## src/rtl/subrange_pkg.sv

```systemverilog
package subrange_pkg;
  typedef enum logic [1:0] {
    PH_SAMPLE = 2'd0,
    PH_GAP    = 2'd1,
    PH_COARSE = 2'd2,
    PH_FINE   = 2'd3
  } phase_t;
endpackage

```

## src/rtl/sr_rst_sync.sv

```systemverilog
module sr_rst_sync #(
  parameter int STAGES = 2
) (
  input  logic clk,
  input  logic rst_n,
  output logic rst_n_sync
);
  logic [STAGES-1:0] pipe_q;

  always_ff @(posedge clk or negedge rst_n) begin
    if (!rst_n) pipe_q <= '0;
    else        pipe_q <= {pipe_q[STAGES-2:0], 1'b1};
  end

  assign rst_n_sync = pipe_q[STAGES-1];
endmodule

```

## src/rtl/sr_phase_fsm.sv

```systemverilog
module sr_phase_fsm
  import subrange_pkg::*;
(
  input  logic   clk,
  input  logic   rst_n,
  input  logic   start,
  output phase_t phase,
  output logic   load_hi,
  output logic   load_lo,
  output logic   done
);
  phase_t phase_q, phase_d;
  logic   done_q;

  // next-state logic
  always_comb begin
    phase_d = phase_q;
    unique case (phase_q)
      PH_SAMPLE: if (start) phase_d = PH_GAP;
      PH_GAP:    phase_d = PH_COARSE;
      PH_COARSE: phase_d = PH_FINE;
      PH_FINE:   phase_d = PH_SAMPLE;
      default:   phase_d = PH_SAMPLE;
    endcase
  end

  assign load_hi = (phase_q == PH_COARSE);
  assign load_lo = (phase_q == PH_FINE);

  // state registers
  always_ff @(posedge clk or negedge rst_n) begin
    if (!rst_n) begin
      phase_q <= PH_SAMPLE;
      done_q  <= 1'b0;
    end else begin
      phase_q <= phase_d;
      done_q  <= load_lo;
    end
  end

  assign phase = phase_q;
  assign done  = done_q;
endmodule

```

## src/rtl/sr_result_regs.sv

```systemverilog
module sr_result_regs #(
  parameter int CODE_W = 4,
  localparam int DATA_W = 2 * CODE_W
) (
  input  logic              clk,
  input  logic              rst_n,
  input  logic              load_hi,
  input  logic              load_lo,
  input  logic [CODE_W-1:0] code,
  output logic [DATA_W-1:0] data,
  output logic [CODE_W-1:0] row_idx
);
  logic [CODE_W-1:0] hi_q, lo_q;

  // upper nibble: clock-enabled by the coarse phase
  always_ff @(posedge clk or negedge rst_n) begin
    if (!rst_n)       hi_q <= '0;
    else if (load_hi) hi_q <= code;
  end

  // lower nibble: clock-enabled by the fine phase
  always_ff @(posedge clk or negedge rst_n) begin
    if (!rst_n)       lo_q <= '0;
    else if (load_lo) lo_q <= code;
  end

  assign data    = {hi_q, lo_q};
  assign row_idx = hi_q;
endmodule

```

## src/rtl/sr_row_decode.sv

```systemverilog
module sr_row_decode #(
  parameter int CODE_W = 4,
  localparam int ROWS = 1 << CODE_W
) (
  input  logic              en,
  input  logic [CODE_W-1:0] idx,
  output logic [ROWS-1:0]   rows
);
  for (genvar g = 0; g < ROWS; g++) begin : g_row
    assign rows[g] = en && (idx == CODE_W'(g));
  end
endmodule

```

## src/rtl/subrange_seq.sv

```systemverilog
module subrange_seq
  import subrange_pkg::*;
#(
  parameter int CODE_W     = 4,
  parameter int SYNC_STAGES = 2,
  localparam int ROWS   = 1 << CODE_W,
  localparam int DATA_W = 2 * CODE_W
) (
  input  logic              clk,
  input  logic              rst_n,
  input  logic              start,
  input  logic [CODE_W-1:0] cmp_code,
  output logic              smp_en,
  output logic              cmp_en,
  output logic              coarse_taps,
  output logic [ROWS-1:0]   ladder_row,
  output logic [DATA_W-1:0] conv_data,
  output logic              conv_done
);
  logic              rst_n_int;
  phase_t            phase;
  logic              load_hi, load_lo;
  logic [CODE_W-1:0] row_idx;

  sr_rst_sync #(.STAGES(SYNC_STAGES)) u_rst (
    .clk(clk), .rst_n(rst_n), .rst_n_sync(rst_n_int)
  );

  sr_phase_fsm u_fsm (
    .clk(clk), .rst_n(rst_n_int), .start(start), .phase(phase),
    .load_hi(load_hi), .load_lo(load_lo), .done(conv_done)
  );

  sr_result_regs #(.CODE_W(CODE_W)) u_res (
    .clk(clk), .rst_n(rst_n_int), .load_hi(load_hi), .load_lo(load_lo),
    .code(cmp_code), .data(conv_data), .row_idx(row_idx)
  );

  sr_row_decode #(.CODE_W(CODE_W)) u_dec (
    .en(phase == PH_FINE), .idx(row_idx), .rows(ladder_row)
  );

  assign smp_en      = (phase == PH_SAMPLE);
  assign cmp_en      = (phase == PH_COARSE) || (phase == PH_FINE);
  assign coarse_taps = (phase == PH_COARSE);
endmodule

```

## config.mk

```make
export PLATFORM = sky130hd
export DESIGN_NAME = subrange_seq
export DESIGN_NICKNAME = d
export VERILOG_FILES = /design/src/rtl/subrange_pkg.sv /design/src/rtl/sr_rst_sync.sv /design/src/rtl/sr_phase_fsm.sv /design/src/rtl/sr_result_regs.sv /design/src/rtl/sr_row_decode.sv /design/src/rtl/subrange_seq.sv
export SDC_FILE = /design/constraint.sdc
export NUM_CORES = 1
export LEC_CHECK = 0
export ABC_AREA = 1
export CAP_MARGIN = 20
export CORE_MARGIN = 2
export CORE_UTILIZATION = 37
export CTS_CLUSTER_SIZE = 24
export DETAILED_ROUTE_END_ITERATION = 8
export PLACE_DENSITY = 0.73
export SKIP_LAST_GASP = 1
export SLEW_MARGIN = 20
export SYNTH_ARGS = -nofsm -noshare
export SYNTH_HDL_FRONTEND = slang
export SYNTH_SLANG_ARGS = --single-unit
```

## constraint.sdc

```tcl
create_clock -name clk -period 1.6 [get_ports clk]
set_clock_uncertainty 0.15 [all_clocks]
set_input_delay 0.16 -clock clk [delete_from_list [all_inputs] [get_ports clk]]
set_output_delay 0.16 -clock clk [all_outputs]
set_load 0.01 [all_outputs]
```

==> results.cfg <==
[outcome]
outcome = complete, but fails checks
violations = setup timing

[drt]
wl_met1_um = 694
dr_wl_met2_um = 945
num_vias = 755
wl_met3_um = 138
finalWirelength_um = 1820
drc = 0
viasPerCell = 4.75
antenna_left = 0
dr.first_iter.drc_count = 7
dr.pass1.iters = 4
routedWlPerCell_um = 11.5
top_layer = met4

[power]
switching_share_pct = 41.6
power_mw = 2.30
intPower_mw = 1.34
p_seq_share_pct = 26.0
leakage_nw = 0.643
power_frac_clock_pct = 8.6
power.switching_uw = 955
powerDensity_nw_per_um2 = 1940
p_comb_share_pct = 65.4
ir_drop_v = 0.00124

[timing]
post-route-period-util_pct = 102
fin_ws_ns = -0.0325
max_freq_mhz = 613
final.min_clock_period_ns = 1.63
hold_violations = 0
setup_violations = 5
rsz0062_at_grt = true
drv_slew = 0

[critical_path]
cp.arrival_ns = 1.32
crit_chain = buf_6 > ha_4 > buf_6 > inv_4 > nand2_2 > buf_6
cp_max_fo = 6
cp_data_required_time_ns = 1.29
cp_slowest_cell = dfrtp_1
crit_top_cell = buf_6
startpoint_type = register
crit_path_max_incr_delay_ns = 0.40
end_kind = primary output
critical_path_class = register to primary output

[global_routing]
grt_overflow = 0
grt_pass1_vias = 694
grt_max_degree = 12
grt_usage_pct = 18.5
grt_antenna_before_repair = 0
grt_pass1_wl_um = 2790

[clocking]
path_clk_slew_ns = 0.08
cts.path.max_buffers = 2
cts.sinks = 13
numCtsBuffers = 3
tritoncts = yes
clkLatencyLatePin_ns = 0.28
cts-root-buf = clkbuf_4
cts_max_level = 1

[floorplanning]
die_w_um = 45.9
die_area_um2 = 2110
design.core.area_um2 = 1690
rows = 15
ios = 35
fp.dieH_um = 45.9
start_util_pct = 38.4

[placed_design]
placed_area_um2 = 1080
post-place-ws_ns = -0.192
dp_hpwl_um = 1300
place_inst = 148
io_buffers = 34
gp_congestion = 0.737

[synth]
ys_seq_area_share_pct = 50.1
synth_area_per_cell_um2 = 7.38
ys_types = 12
synth_warnings = 0
synth_area_um2 = 649
syn_inst = 88
synth_nets = 98
ys_ff_latch = 13

[layout]
antennaDiodeCount = 0
num-nets-final = 153
drive_above_1_share_pct = 41.5
final_cell_mix = nand2_1, buf_2, buf_4, dfrtp_1
final_cells = 159
final_common_cell = nand2_1
post-route-util_pct = 70.0
area.growth.synth_to_final_pct = 82.1
fillers = 144
stdcell_area_um2 = 1180

[run]
maxCapViolCount = 0

[worst_hold_path]
hold_class = register to async pin
## final timing paths
| check | start | endpoint | slack, ns | cells past startpoint |
|---|---|---|---|---|
| setup / recovery | u_fsm.phase[1] | cmp_en | -0.03 | 6 |
| hold / removal | u_rst.pipe_q[1] | u_res.row_idx[1] | 0.02 | 0 |
| setup reg to reg | u_fsm.phase[1] | u_res.lo_q[2] | 0.14 | 7 |
| hold reg to reg | u_rst.pipe_q[1] | u_res.row_idx[1] | 0.02 | 0 |
| max in group asynchronous | rst_n | u_rst.pipe_q[1] | 0.74 | 2 |
| min in group clk | u_rst.pipe_q[0] | u_rst.pipe_q[1] | 0.21 | 0 |
## cell type report
cell class              count  area, um^2  area share [%]
clock buffers               4        26.3            2.22
multi-input cells          62         353            29.8
flip-flops and latches     13         327            27.6
repair buffers             52         409            34.6
inverters                  11        46.3            3.92
well taps                  17        21.3            1.80
## synth_stat cells
| library cell | number | area share (%) |
|---|---|---|
| nand2_1 | 31 | 18 |
| o21ai_1 | 3 | 2.3 |
| conb_1 | 1 | 0.58 |
| dfrtp_1 | 13 | 50 |
| buf_2 | 1 | 0.77 |
| nor2_1 | 18 | 10 |
| inv_1 | 10 | 5.8 |
| inv_2 | 1 | 0.58 |
| ha_1 | 3 | 5.8 |
| o21ai_0 | 1 | 0.77 |
| buf_4 | 1 | 1.2 |
| nand3_1 | 5 | 3.9 |
## sequential cells by signal, summed over array words and instances (netlist names)
name and count:
u_fsm.phase 2, u_res.row_idx 4, u_rst.pipe_q 2, u_fsm.done 1
u_res.lo_q 4
## logic make-up after synthesis
logic type                 after synthesis  synth area share, %
other                                    1                0.577
buffers and inverters                   13                 8.28
and+or+nand+nor                         54                 32.2
DFF                                     13                 50.1
adders and majority gates                3                 5.78
AOI/OAI and AO/OA                        4                 3.08
## layer usage
metal  track usage [%]  vias up
li1                  -      370
met1              19.8      347
met2              33.9       31
met3              3.17        7
met4              9.71        0
met5                 0        -
## what timing repair did
item	in CTS	in global routing
hold buffers	1	0
setup buffers	6	1
hold endpoints to repair	2	0
resized for setup	95	14
setup endpoints to repair	21	20
pin swaps	1	1
## power by group through the flow
stage                     registers, mW  logic (mW)  clock network, mW
after CTS                         0.595        1.38              0.200
after floorplan                   0.643       0.488                  0
after detailed placement          0.583        1.22                  0
after global placement            0.574        1.21                  0
final                             0.597        1.50              0.198
after global routing              0.616        1.65              0.216
## worst max-delay path: cells and delay by family, from the launching register on
family / cells / cell delay [ns]
adder cells (fa/ha/maj): 1 / 0.18
buffers and inverters: 4 / 0.41
flip-flops: 1 / 0.40
AND/OR/NAND/NOR: 1 / 0.05
## metrics by stage
stage / TNS [ns] / hold slack (ns)
2_1_floorplan: 0 / -0.286
4_1_cts: -0.0598 / 0.0317
6_report: -0.0698 / 0.0153
3_5_place_dp: -2.57 / 0.0327
5_1_grt: -0.703 / 0.0626
3_3_place_gp: -1.73 / 0.0352
Power figures use the tool's default switching activity.
